$ cat config.mk
export PLATFORM = sky130hd
export DESIGN_NAME = spdif_rate_det
export DESIGN_NICKNAME = d
export VERILOG_FILES = /design/src/rtl/spdif_rd_pkg.sv /design/src/rtl/spdif_rd_cfg.sv /design/src/rtl/spdif_rd_meas.sv /design/src/rtl/spdif_rd_class.sv /design/src/rtl/spdif_rate_det.sv
export SDC_FILE = /design/constraint.sdc
export NUM_CORES = 1
export LEC_CHECK = 0
export CORE_ASPECT_RATIO = 0.9
export CORE_MARGIN = 2
export CORE_UTILIZATION = 28
export CTS_BUF_LIST = sky130_fd_sc_hd__clkbuf_8
export CTS_CLUSTER_DIAMETER = 200
export DETAILED_ROUTE_END_ITERATION = 6
export DONT_BUFFER_PORTS = 1
export PLACE_DENSITY = 0.5
export SLEW_MARGIN = 20
export SYNTH_ARGS = -nofsm -noshare
export SYNTH_HDL_FRONTEND = slang
export SYNTH_HIERARCHICAL = 1
export SYNTH_SLANG_ARGS = --single-unit
$ cat constraint.sdc
create_clock -name clk_i -period 13.58 [get_ports clk_i]
set_input_delay 2.716 -clock clk_i [delete_from_list [all_inputs] [get_ports clk_i]]
set_output_delay 2.716 -clock clk_i [all_outputs]
set_load 0.005 [all_outputs]
$ cat src/rtl/spdif_rd_pkg.sv
package spdif_rd_pkg;
  localparam int unsigned IRQ_CHG_BIT = 2;
  localparam int unsigned CTRL_ADDR   = 0;
  localparam int unsigned TMR_ADDR    = 1;
endpackage

$ cat src/rtl/spdif_rd_cfg.sv
module spdif_rd_cfg
  import spdif_rd_pkg::*;
#(
  parameter int NMODE  = 7,
  parameter int BASE_W = 20,
  parameter int TM_W   = 8,
  parameter int TH_W   = 10,
  parameter int IRQ_W  = 8,
  parameter int ADDR_W = 3,
  parameter int DATA_W = 32,
  parameter logic [BASE_W-1:0] BASE_RST = '0
) (
  input  logic                          clk_i,
  input  logic                          rst_ni,
  input  logic                          we_i,
  input  logic [ADDR_W-1:0]             addr_i,
  input  logic [DATA_W-1:0]             wdata_i,
  output logic [BASE_W-1:0]             base_o,
  output logic                          min_sel_o,
  output logic [IRQ_W-1:0]              mask_o,
  output logic [TM_W-1:0]               tmr_fast_o,
  output logic [NMODE-2:0][TH_W-1:0]    thr_o
);
  localparam int NTHR     = NMODE - 1;
  localparam int TM_PER   = DATA_W / TM_W;
  localparam int TH_PER   = DATA_W / TH_W;
  localparam int TM_REGS  = (NMODE + TM_PER - 1) / TM_PER;
  localparam int TH_BASE  = TMR_ADDR + TM_REGS;
  localparam int FAST_RG  = TMR_ADDR + (NMODE - 1) / TM_PER;
  localparam int FAST_SH  = TM_W * (TM_PER - 1 - ((NMODE - 1) % TM_PER));

  // slower-mode timers are not needed by the ladder; only the fastest one is kept
  logic unused_wdata;
  assign unused_wdata = ^wdata_i;

  always_ff @(posedge clk_i or negedge rst_ni) begin
    if (!rst_ni) begin
      base_o    <= BASE_RST;
      min_sel_o <= 1'b1;
      mask_o    <= '0;
    end else if (we_i && addr_i == ADDR_W'(CTRL_ADDR)) begin
      base_o    <= wdata_i[BASE_W-1:0];
      min_sel_o <= wdata_i[BASE_W];
      mask_o    <= wdata_i[BASE_W+1 +: IRQ_W];
    end
  end

  always_ff @(posedge clk_i or negedge rst_ni) begin
    if (!rst_ni)                                    tmr_fast_o <= '0;
    else if (we_i && addr_i == ADDR_W'(FAST_RG))    tmr_fast_o <= wdata_i[FAST_SH +: TM_W];
  end

  for (genvar g = 0; g < NTHR; g++) begin : g_thr
    localparam int RG = TH_BASE + g / TH_PER;
    localparam int SH = TH_W * (TH_PER - 1 - (g % TH_PER));
    always_ff @(posedge clk_i or negedge rst_ni) begin
      if (!rst_ni)                              thr_o[g] <= '0;
      else if (we_i && addr_i == ADDR_W'(RG))   thr_o[g] <= wdata_i[SH +: TH_W];
    end
  end
endmodule

$ cat src/rtl/spdif_rd_meas.sv
module spdif_rd_meas #(
  parameter int BASE_W = 20,
  parameter int IV_W   = 10,
  parameter int TM_W   = 8
) (
  input  logic              clk_i,
  input  logic              rst_ni,
  input  logic              line_i,
  input  logic [BASE_W-1:0] base_i,
  input  logic              min_sel_i,
  input  logic [TM_W-1:0]   tmr_fast_i,
  output logic              win_end_o,
  output logic              win_ok_o,
  output logic [IV_W-1:0]   win_min_o
);
  localparam int CW = IV_W + 1;
  localparam logic [IV_W-1:0] IV_MAX = '1;

  logic [2:0]        sync_q;
  logic              any_edge, rise_edge, qual;
  logic [IV_W-1:0]   ic_q;
  logic [CW-1:0]     cmp;
  logic              keep;
  logic [BASE_W-1:0] cnt_q;
  logic              ok_q;
  logic [IV_W-1:0]   min_q;

  always_ff @(posedge clk_i or negedge rst_ni) begin
    if (!rst_ni) sync_q <= '0;
    else         sync_q <= {sync_q[1:0], line_i};
  end

  assign any_edge  = sync_q[2] ^ sync_q[1];
  assign rise_edge = sync_q[1] & ~sync_q[2];
  assign qual      = min_sel_i ? any_edge : rise_edge;

  // gap counter: cycles since last qualifying edge, saturating
  always_ff @(posedge clk_i or negedge rst_ni) begin
    if (!rst_ni)              ic_q <= IV_MAX;
    else if (qual)            ic_q <= IV_W'(1);
    else if (ic_q != IV_MAX)  ic_q <= ic_q + IV_W'(1);
  end

  assign cmp  = min_sel_i ? {ic_q, 1'b0} : {1'b0, ic_q};
  assign keep = qual && (ic_q != IV_MAX) && (cmp >= CW'(tmr_fast_i));

  assign win_end_o = ({1'b0, cnt_q} + (BASE_W+1)'(1)) >= {1'b0, base_i};

  always_ff @(posedge clk_i or negedge rst_ni) begin
    if (!rst_ni)        cnt_q <= '0;
    else if (win_end_o) cnt_q <= '0;
    else                cnt_q <= cnt_q + BASE_W'(1);
  end

  // candidate includes a gap landing in the closing cycle
  assign win_ok_o  = ok_q | keep;
  assign win_min_o = (keep && (!ok_q || ic_q < min_q)) ? ic_q : min_q;

  always_ff @(posedge clk_i or negedge rst_ni) begin
    if (!rst_ni) begin
      ok_q  <= 1'b0;
      min_q <= IV_MAX;
    end else if (win_end_o) begin
      ok_q  <= 1'b0;
      min_q <= IV_MAX;
    end else begin
      ok_q  <= win_ok_o;
      min_q <= win_min_o;
    end
  end


  win_len_chk: assert property (@(posedge clk_i) disable iff (!rst_ni)
    $stable(base_i) |-> (cnt_q < base_i || base_i == '0));


  no_sat_chk: assert property (@(posedge clk_i) disable iff (!rst_ni)
    win_ok_o |-> win_min_o != IV_MAX);
endmodule

$ cat src/rtl/spdif_rd_class.sv
module spdif_rd_class
  import spdif_rd_pkg::*;
#(
  parameter int NMODE = 7,
  parameter int TH_W  = 10,
  parameter int IV_W  = 10,
  parameter int IRQ_W = 8,
  parameter int MODE_W = 3
) (
  input  logic                       clk_i,
  input  logic                       rst_ni,
  input  logic                       win_end_i,
  input  logic                       win_ok_i,
  input  logic [IV_W-1:0]            win_min_i,
  input  logic                       min_sel_i,
  input  logic [NMODE-2:0][TH_W-1:0] thr_i,
  input  logic [IRQ_W-1:0]           mask_i,
  output logic [MODE_W-1:0]          mode_o,
  output logic [IV_W-1:0]            width_o,
  output logic [IRQ_W-1:0]           irq_vec_o,
  output logic                       irq_o
);
  localparam int NTHR = NMODE - 1;
  localparam int CW   = IV_W + 1;
  localparam logic [MODE_W-1:0] MODE_NONE = MODE_W'(NMODE);

  logic [CW-1:0]       cmp;
  logic [NTHR-1:0]     hit;
  logic [MODE_W-1:0]   ladder_mode, next_mode;
  logic [MODE_W-1:0]   mode_q;
  logic [IV_W-1:0]     width_q;
  logic [IRQ_W-1:0]    irq_q;
  logic                chg;

  assign cmp = min_sel_i ? {win_min_i, 1'b0} : {1'b0, win_min_i};

  for (genvar g = 0; g < NTHR; g++) begin : g_hit
    assign hit[g] = CW'(thr_i[g]) < cmp;
  end

  // lowest rung wins
  always_comb begin
    ladder_mode = MODE_W'(NMODE - 1);
    for (int i = NTHR - 1; i >= 0; i--)
      if (hit[i]) ladder_mode = MODE_W'(i);
  end

  assign next_mode = win_ok_i ? ladder_mode : MODE_NONE;
  assign chg = (next_mode != mode_q) && !(mode_q == MODE_NONE && next_mode == '0);

  always_ff @(posedge clk_i or negedge rst_ni) begin
    if (!rst_ni) begin
      mode_q  <= MODE_NONE;
      width_q <= '0;
      irq_q   <= '0;
    end else if (win_end_i) begin
      mode_q  <= next_mode;
      width_q <= win_ok_i ? win_min_i : '0;
      irq_q   <= '0;
      irq_q[IRQ_CHG_BIT] <= chg;
    end else begin
      irq_q   <= '0;
    end
  end

  assign mode_o    = mode_q;
  assign width_o   = width_q;
  assign irq_vec_o = irq_q;
  assign irq_o     = |(irq_q & mask_i);


  mode_hold_chk: assert property (@(posedge clk_i) disable iff (!rst_ni)
    !$past(win_end_i) |-> ($stable(mode_q) && $stable(width_q)));


  none_width_chk: assert property (@(posedge clk_i) disable iff (!rst_ni)
    (mode_q == MODE_NONE) |-> (width_q == '0));


  irq_chg_chk: assert property (@(posedge clk_i) disable iff (!rst_ni)
    irq_q[IRQ_CHG_BIT] |-> (mode_q != $past(mode_q)));


  irq_skip_chk: assert property (@(posedge clk_i) disable iff (!rst_ni)
    irq_q[IRQ_CHG_BIT] |-> !($past(mode_q) == MODE_NONE && mode_q == '0));


  irq_one_chk: assert property (@(posedge clk_i) disable iff (!rst_ni)
    $countones(irq_q) <= 1);
endmodule

$ cat src/rtl/spdif_rate_det.sv
module spdif_rate_det #(
  parameter int NMODE  = 7,
  parameter int BASE_W = 20,
  parameter int TM_W   = 8,
  parameter int TH_W   = 10,
  parameter int IV_W   = 10,
  parameter int IRQ_W  = 8,
  parameter int ADDR_W = 3,
  parameter int DATA_W = 32,
  parameter int MODE_W = $clog2(NMODE + 1),
  parameter logic [BASE_W-1:0] BASE_RST = BASE_W'(333333)
) (
  input  logic              clk_i,
  input  logic              rst_ni,
  input  logic              line_i,
  input  logic              cfg_we_i,
  input  logic [ADDR_W-1:0] cfg_addr_i,
  input  logic [DATA_W-1:0] cfg_wdata_i,
  output logic [MODE_W-1:0] mode_o,
  output logic [IV_W-1:0]   width_o,
  output logic [IRQ_W-1:0]  irq_vec_o,
  output logic              irq_o
);
  logic [BASE_W-1:0]          base;
  logic                       min_sel;
  logic [IRQ_W-1:0]           mask;
  logic [TM_W-1:0]            tmr_fast;
  logic [NMODE-2:0][TH_W-1:0] thr;
  logic                       win_end, win_ok;
  logic [IV_W-1:0]            win_min;

  spdif_rd_cfg #(
    .NMODE(NMODE), .BASE_W(BASE_W), .TM_W(TM_W), .TH_W(TH_W),
    .IRQ_W(IRQ_W), .ADDR_W(ADDR_W), .DATA_W(DATA_W), .BASE_RST(BASE_RST)
  ) u_cfg (
    .clk_i(clk_i), .rst_ni(rst_ni), .we_i(cfg_we_i), .addr_i(cfg_addr_i),
    .wdata_i(cfg_wdata_i), .base_o(base), .min_sel_o(min_sel),
    .mask_o(mask), .tmr_fast_o(tmr_fast), .thr_o(thr)
  );

  spdif_rd_meas #(.BASE_W(BASE_W), .IV_W(IV_W), .TM_W(TM_W)) u_meas (
    .clk_i(clk_i), .rst_ni(rst_ni), .line_i(line_i), .base_i(base),
    .min_sel_i(min_sel), .tmr_fast_i(tmr_fast), .win_end_o(win_end),
    .win_ok_o(win_ok), .win_min_o(win_min)
  );

  spdif_rd_class #(
    .NMODE(NMODE), .TH_W(TH_W), .IV_W(IV_W), .IRQ_W(IRQ_W), .MODE_W(MODE_W)
  ) u_class (
    .clk_i(clk_i), .rst_ni(rst_ni), .win_end_i(win_end), .win_ok_i(win_ok),
    .win_min_i(win_min), .min_sel_i(min_sel), .thr_i(thr), .mask_i(mask),
    .mode_o(mode_o), .width_o(width_o), .irq_vec_o(irq_vec_o), .irq_o(irq_o)
  );
endmodule

After elaboration in Yosys (flattened, before gate mapping)

Index checks and enable logic that the tools add are counted.

Bits in registers: 157
Bits of input ports: 39
Output and inout port bits: 22

Add/subtract/negate cells: 3
Magnitude comparators: 9
Eq/ne operators: 6
Muxes and demuxes: 18
Bitwise operators: 5
Reduce and logical (&&, ||, !) cells: 16

Operator list:

| kind                                                | count |
|---|---|
| less-than comparator 10 x 11 -> 1 bit               | 6 |
| two-way mux 10 bit                                  | 5 |
| two-way mux 11 bit                                  | 2 |
| adder 20 x 1 -> 21 bit, second input constant       | 1 |
| >= comparator 21 x 20 -> 1 bit                      | 1 |
| two-way mux 3 bit                                   | 7 |
| adder 20 x 1 -> 20 bit, second input constant       | 1 |
| two-way mux 20 bit                                  | 1 |
| >= comparator 11 x 8 -> 1 bit                       | 1 |
| adder 10 x 1 -> 10 bit, second input constant       | 1 |
| less-than comparator 10 bit                         | 1 |
| inequality test 10 bit, second input constant       | 1 |
| logical AND 1 bit                                   | 9 |
| bitwise AND 3 x 8 -> 8 bit                          | 1 |
| OR reduction 8 bit                                  | 1 |
| equality test 3 x 2 -> 1 bit, second input constant | 2 |
| equality test 3 bit, second input constant          | 2 |
| logical NOT 3 bit                                   | 2 |
| inequality test 3 bit                               | 1 |
| logical NOT 1 bit                                   | 2 |
| two-way mux 1 bit                                   | 2 |
| two-way mux 2 bit                                   | 1 |
| nonzero test 2 bit                                  | 1 |
| bitwise AND 1 bit                                   | 1 |
| 4 further kinds                                     | 4 |

Longest topological paths before layout

Gate-level depths: netlist of the first run.

Depth in word-level cells: 21
Gate-level depth with buffers: 21
Mapped depth without buffers: 18

By module

Netlist of the first run, hierarchy kept.

By module, submodules not included:

| module         | times used | cells each | area an instance (um^2) |
|---|---|---|---|
| spdif_rd_cfg   | 1          | 208        | 3716.1 |
| spdif_rd_meas  | 1          | 340        | 3179.3 |
| spdif_rd_class | 1          | 243        | 2058.2 |

Least setup slack after synthesis of the first run

OpenSTA, ideal clock, no wires.

Path kind: register -> register
Start point: reg u_cfg.min_sel_o
End point: reg u_class.irq_q[2], in the netlist u_class/irq_vec_o[2]
Setup time: 0.138 ns
Data arrival time: 4.606 ns
Setup slack: 8.836 ns
Cell stages (with the launch flop): 20
Buffers on the path: 3
Period minus slack after synthesis: 4.744 ns
Cell sequence: dfstp_2 > clkbuf_1 > mux2_2 > ha_1 > a2111oi_0 > a311oi_2 > and2_1 > buf_6 > buf_6 > a21o_1 > mux2i_1 > ha_1 > a21o_1 > a21oi_1 > o211a_1 > a221oi_1 > a2111oi_0 > a31oi_1 > a31oi_1 > a211oi_2

Cells in the longest elaborated chain, start to end: 19

RTL lines:

| item                                                               | line                                     | RTL |
|---|---|---|
| start, declared                                                    | spdif_rd_cfg.sv:19                       | `output logic min_sel_o,` |
| start signal, assigned                                             | spdif_rd_cfg.sv:43                       | `min_sel_o <= wdata_i[BASE_W];` |
| two-way mux 11 bit or two-way mux 1 bit (tied branches)            | spdif_rd_meas.sv:44, spdif_rd_meas.sv:35 |  |
| >= comparator 11 x 8 -> 1 bit or logical AND 1 bit (tied branches) | spdif_rd_meas.sv:45                      | `assign keep = qual && (ic_q != IV_MAX) && (cmp >= CW'(tmr_fast_i));` |
| logical AND 1 bit (*)                                              | spdif_rd_meas.sv:45                      |  |
| logical AND 1 bit (*)                                              | spdif_rd_meas.sv:57                      | `assign win_min_o = (keep && (!ok_q \|\| ic_q < min_q)) ? ic_q : min_q;` |
| two-way mux 10 bit (*)                                             | spdif_rd_meas.sv:57                      |  |
| via win_min[7]                                                     | spdif_rate_det.sv:30                     | `logic [IV_W-1:0] win_min;` |
| two-way mux 11 bit (*)                                             | spdif_rd_class.sv:35                     | `assign cmp = min_sel_i ? {win_min_i, 1'b0} : {1'b0, win_min_i};` |
| less-than comparator 10 x 11 -> 1 bit                              | spdif_rd_class.sv:38                     | `assign hit[g] = CW'(thr_i[g]) < cmp;` |
| two-way mux 2 bit                                                  | spdif_rd_class.sv:45                     | `if (hit[i]) ladder_mode = MODE_W'(i);` |
| two-way mux 3 bit (4 in series)                                    | spdif_rd_class.sv:45                     |  |
| two-way mux 3 bit (*)                                              | spdif_rd_class.sv:45                     |  |
| two-way mux 3 bit (*)                                              | spdif_rd_class.sv:48                     | `assign next_mode = win_ok_i ? ladder_mode : MODE_NONE;` |
| logical NOT 3 bit                                                  | spdif_rd_class.sv:49                     | `assign chg = (next_mode != mode_q) && !(mode_q == MODE_NONE && next_mode == '0);` |
| logical AND 1 bit                                                  | spdif_rd_class.sv:49                     |  |
| logical NOT 1 bit                                                  | spdif_rd_class.sv:49                     |  |
| logical AND 1 bit (*)                                              | spdif_rd_class.sv:49                     |  |
| two-way mux 3 bit (*)                                              | spdif_rd_class.sv:56                     | `end else if (win_end_i) begin` |
| end signal, assigned by index                                      | spdif_rd_class.sv:60                     | `irq_q[IRQ_CHG_BIT] <= chg;` |
| end, declared                                                      | spdif_rd_class.sv:32                     | `logic [IRQ_W-1:0] irq_q;` |

The timed path passes the listed nets; every way through them passes the cells marked *.
A chain may end at the register's enable or synchronous reset.

Final worst setup path of the first run

Ends and elaborated chain as after synthesis.

==> flow_summary.json, run 1 <==
{
  "finClkSkew_ps": 16.3,
  "worstSetupStartpointType": "flop",
  "grt_pass1_vias": 5750,
  "p_leak_nw": 4.35,
  "place_ws_ps": 7500,
  "critPathKind": "reg2reg",
  "setup_viol": 0,
  "wl_mm": 20.2,
  "p_total_mw": 1.66,
  "fin_ws_ps": 7480,
  "hold_viol": 0,
  "syn_area_um2": 8700,
  "critPathMaxStageDelay_ps": 1030,
  "dr_total_vias": 5705,
  "io_pins": 61,
  "reg2reg_depth": 19,
  "cellPowerDensity_nw_per_um2": 176,
  "grt_max_degree": 149,
  "finalCriticalPeriod_ps": 6100,
  "cp-startpoint": "u_cfg/min_sel_o",
  "tightest_slew_ps": 1080,
  "gp_congestion": 0.773,
  "cp_top_family": "compound AO/OA/AOI/OAI gates",
  "min_path_type": "reg2reg",
  "hold_buffers": 0,
  "h-tree-depth": 4,
  "max-slew-margin-rel": 0.261,
  "overflow": 0,
  "grt_setup_unrepaired": "no",
  "worstReg2RegStart": "u_cfg/min_sel_o",
  "dieArea_um2": 32500,
  "drcViolationCount": 0,
  "die_w_um": 190,
  "area_delta_synth_final_pct": 8.53,
  "syn_inst": 777,
  "hold_start": "u_meas/sync_q[0]",
  "cts_setup_buffers": 0,
  "cts-root-buf": "clkbuf_8",
  "cts_tree": "yes",
  "port_buffers": 0,
  "num_rows": 61,
  "cts_buffer_depth": 2,
  "cts_resized": 0,
  "endpoint_kind": "flop",
  "worstSkewPairLatency_ps": 460,
  "hold_ws_ps": 357,
  "nFillCells": 3192,
  "fin_tns_setup_ps": 0,
  "worstHoldPathCells": 0,
  "dp_cells": 1162,
  "dpl_cell_area_um2": 9030,
  "fmax_mhz": 164,
  "worst-path-stages": 19,
  "drive_gt1_frac": 0.224,
  "yosysWarnings": 6,
  "maxCapViolCount": 0,
  "clkTransAtPathRegs_ps": 80,
  "cts.sink_count": 148,
  "dr.pass1.iters": 4,
  "stdcell_count": 1193,
  "crit_chain": "mux2_2, ha_1, nand2_1, o21ai_0, nand4_1, a311oi_2, buf_4, and2_1, a21o_1, mux2i_1, ha_1, or4b_1, a21oi_1, o21ai_1, a221oi_2, a31oi_1, o21ai_2, o41ai_1, a211oi_2",
  "core_um2": 30800,
  "final_nets": 905,
  "cp_num_buf_inv": 1,
  "outcome": "completed",
  "maxSlewViolCount": 0,
  "grt_usage": 0.133,
  "finalInstanceArea_um2": 9440,
  "slowest_stage": "dfstp_2",
  "avgSynthCellArea_um2": 11.2,
  "antenna_found_initial": 0,
  "vdd.ir_drop.worst_v": 0.0000713,
  "numCtsBuffers": 17,
  "initial_utilization": 0.283,
  "final_antenna_net_count": 0,
  "vias_per_cell": 4.78,
  "grt_pass1_wl_mm": 33.0,
  "initialDrtViolationCount": 313,
  "finalCritPeriodShare": 0.449,
  "cp_data_arrival_time_ps": 6480,
  "critPathRequiredTime_ps": 13960,
  "hpwlAfterDp_mm": 14.1,
  "die_y_um": 171,
  "worst-path-max-fanout": 30,
  "cpMostUsedCell": "ha_1",
  "fin_util": 0.307,
  "wire_per_inst_um": 16.9,
  "diodes": 0
}
layer usage:
metal	share of wire	global-route usage	up-vias
met1	0.50	0.189	2816
met2	0.42	0.192	101
li1	-	-	2770
met5	0	0	-
met3	0.058	0.0380	18
met4	0.015	0.0448	0
final cells by class:
class | instances | area (µm²) | share of cell area
multi-input combinational | 550 | 4550 | 0.481
sequential | 148 | 3740 | 0.397
tap | 409 | 512 | 0.0542
clock buffer | 18 | 248 | 0.0262
inverter | 50 | 188 | 0.0199
clock inverter | 13 | 168 | 0.0178
timing repair buffer | 5 | 37.5 | 0.00398
registers in the layout, summed over array words and instances, names as in the netlist:
| name | flops |
|---|---|
| u_meas/ic_q | 10 |
| u_cfg/base_o | 20 |
| u_meas/min_q | 10 |
| u_cfg/tmr_fast_o | 8 |
| u_meas/sync_q | 3 |
| u_meas/cnt_q | 20 |
| u_cfg/min_sel_o | 1 |
| u_cfg/thr_o | 60 |
| u_cfg/mask_o | 1 |
| u_meas/ok_q | 1 |
| u_class/irq_vec_o | 1 |
| u_class/width_o | 10 |
| u_class/mode_o | 3 |
final timing paths:
check,to,slack (ps)
min,u_meas/sync_q[1],360
min in group asynchronous,u_cfg/thr_o[0],1950
max reg2reg,u_class/irq_vec_o[2],7480
min reg2reg,u_meas/sync_q[1],360
max in group asynchronous,u_meas/min_q[1],11240
max,u_class/irq_vec_o[2],7480
layout by cell type (no fill, tap or decap), types with 4 or more instances in the layout:
cell	count
xor2_1	13
nor3_1	4
and4_1	4
nor2_1	26
clkbuf_8	18
buf_4	5
mux2_2	87
and3_1	8
a31oi_1	9
nand3_1	35
nand2b_1	4
xnor2_1	10
ha_1	94
dfstp_2	32
nor4b_1	4
clkinv_2	4
nand2_1	34
nor2b_1	21
o21ai_0	32
bufinv_16	4
a21oi_1	45
nand4_1	11
mux2_4	10
conb_1	7
and2_1	7
o21bai_1	4
o21a_1	4
mux2i_1	10
inv_1	53
a211o_1	9
dfrtp_1	116
a21o_1	20
power by group:
group | switching, mW | total [mW] | leakage (nW) | internal (mW)
clock | 0.170 | 0.371 | 0.222 | 0.201
combinational | 0.349 | 0.634 | 2.36 | 0.285
sequential | 0.0898 | 0.654 | 1.77 | 0.564
total | 0.610 | 1.66 | 4.35 | 1.05
(Power assumes the default switching activity.)
==> inputs of run 2 (changes only) <==
Clock period 13.58 ns to 6.3 ns, I/O delays scaled along.
==> run 2 against run 1 <==
Total power rose by 120%. Routed wire length increased by 0.43%. Fmax grew 6.2%. Setup slack worse by 6900 ps. Hold slack got worse by 11 ps. Flip-flop and latch count unchanged. Combinational power grew 120%. Sequential power increased by 110%. Critical endpoint unchanged. Highest routed layer unchanged.
==> flow_summary.json, run 2 (synthesis results as in run 1) <==
{
  "area_delta_synth_final_pct": 9.20,
  "h-tree-depth": 4,
  "drcViolationCount": 0,
  "outcome": "completed",
  "critPathRequiredTime_ps": 6630,
  "finalCritPeriodShare": 0.911,
  "cts_setup_buffers": 0,
  "hold_buffers": 0,
  "gp_congestion": 0.748,
  "wl_met2_mm": 8.77,
  "fin_tns_setup_ps": 0,
  "wl_met1_mm": 10.1,
  "dr.pass1.iters": 4,
  "setup_viol": 0,
  "grt_usage": 0.134,
  "top_layer": "met4",
  "cts_buffer_depth": 2,
  "port_buffers": 0,
  "top_register": "u_cfg/thr_o",
  "core_um2": 30800,
  "p_leak_nw": 4.39,
  "dieArea_um2": 32500,
  "worstSetupStartpointType": "flop",
  "cts.sink_count": 148,
  "grt_pass1_wl_mm": 33.3,
  "final_nets": 914,
  "cts_resized": 0,
  "grt_setup_unrepaired": "no",
  "grt_max_degree": 149,
  "maxSlewViolCount": 0,
  "top_regs": "u_cfg/thr_o (60), u_cfg/base_o (20), u_meas/cnt_q (20)",
  "maxCapViolCount": 0,
  "final_antenna_net_count": 0,
  "cts-root-buf": "clkbuf_8",
  "worstSkewPairLatency_ps": 460,
  "final_common_cell": "dfrtp_1",
  "met3_length_mm": 1.16,
  "min_path_type": "reg2reg",
  "crit_chain": "mux2_2, ha_1, a2111oi_0, a311oi_2, and2_1, buf_4, a21o_1, mux2i_1, ha_1, a21oi_1, o21ai_0, a21oi_1, o21ai_0, a2111oi_0, a31oi_1, a31oi_1, a211oi_2",
  "antenna_found_initial": 0,
  "largest_reg_flops": 60,
  "finClkSkew_ps": 15.5,
  "layout_common_cells": "dfrtp_1, ha_1, mux2_2",
  "finalCriticalPeriod_ps": 5740,
  "tightest_slew_ps": 1030,
  "num_rows": 61,
  "vias_per_cell": 4.67,
  "io_pins": 61,
  "max-slew-margin-rel": 0.295,
  "drive_gt1_frac": 0.236,
  "numCtsBuffers": 17,
  "overflow": 0,
  "die_w_um": 190,
  "hold_viol": 0,
  "critPathMaxStageDelay_ps": 800,
  "cts_tree": "yes",
  "die_y_um": 171,
  "critPathKind": "reg2reg",
  "nFillCells": 3154,
  "diodes": 0,
  "vdd.ir_drop.worst_v": 0.000147,
  "hpwlAfterDp_mm": 14.3,
  "fmax_mhz": 174,
  "cp_data_arrival_time_ps": 6070,
  "cellPowerDensity_nw_per_um2": 377,
  "initial_utilization": 0.283,
  "wire_per_inst_um": 16.8,
  "slowest_stage": "dfstp_2",
  "cp_top_family": "compound AO/OA/AOI/OAI gates",
  "cp_num_buf_inv": 1,
  "initialDrtViolationCount": 260,
  "grt_pass1_vias": 5779,
  "wl_mm": 20.3,
  "endpoint_kind": "flop",
  "hold_ws_ps": 347,
  "clkTransAtPathRegs_ps": 90,
  "worst-path-max-fanout": 18,
  "dr_total_vias": 5620
}
## run 2: changes by cell type in the layout (fill, tap and decap cells not counted), sizes merged
| cell | change |
|---|---|
| buf | +9 |
| clkbuf | +4 |
| bufinv | -2 |
| clkinv | -1 |
## run 2: routing by layer
metal / track usage / up-vias
li1: - / 2785
met2: 0.203 / 89
met4: 0.0344 / 0
met1: 0.187 / 2736
met5: 0 / -
met3: 0.0398 / 10
## run 2: final cells by class
class,instances,area (µm²),area share
flip-flops and latches,148,3740,0.394
clock buffers,22,303,0.0319
multi-input cells,550,4550,0.478
inverters,50,188,0.0198
well taps,409,512,0.0539
repair buffers,14,105,0.0111
clock inverters,10,104,0.0109
## run 2: stage by stage
step	worst slack [ps]	power (mW)	std cells	cell area (µm²)	util
after floorplan	1560	2.44	783	8720	-
after global placement	672	2.80	1171	9090	0.296
after detailed placement	624	2.82	1171	9090	0.296
after CTS	584	3.64	1203	9500	0.309
after global routing	135	3.91	1203	9500	0.309
final	560	3.59	1203	9500	0.309
## run 2: report_power, final
group          total (mW)  switching, mW  internal (mW)
logic                1.41          0.766          0.647
registers            1.40          0.184           1.22
clock network       0.773          0.373          0.401
## run 2: worst register-to-register path: cells and delay by family, from the launching register on
family | cells | cell delay (ps)
AO/OA/AOI/OAI | 11 | 2530
buffers and inverters | 1 | 230
flip-flops | 1 | 800
adder cells (fa/ha/maj) | 2 | 570
multiplexers | 2 | 1140
AND/OR/NAND/NOR | 1 | 350
## run 2: final timing paths
kind | endpoint | startpoint | cells after the start | slack, ps
setup reg to reg | u_class/irq_vec_o[2] | u_cfg/min_sel_o | 17 | 560
min in group asynchronous | u_cfg/thr_o[6] | rst_ni | 0 | 500
setup / recovery | u_class/irq_vec_o[2] | u_cfg/min_sel_o | 17 | 560
hold / removal | u_meas/sync_q[1] | u_meas/sync_q[0] | 0 | 350
hold reg to reg | u_meas/sync_q[1] | u_meas/sync_q[0] | 0 | 350
max in group asynchronous | u_meas/min_q[0] | rst_ni | 0 | 5510
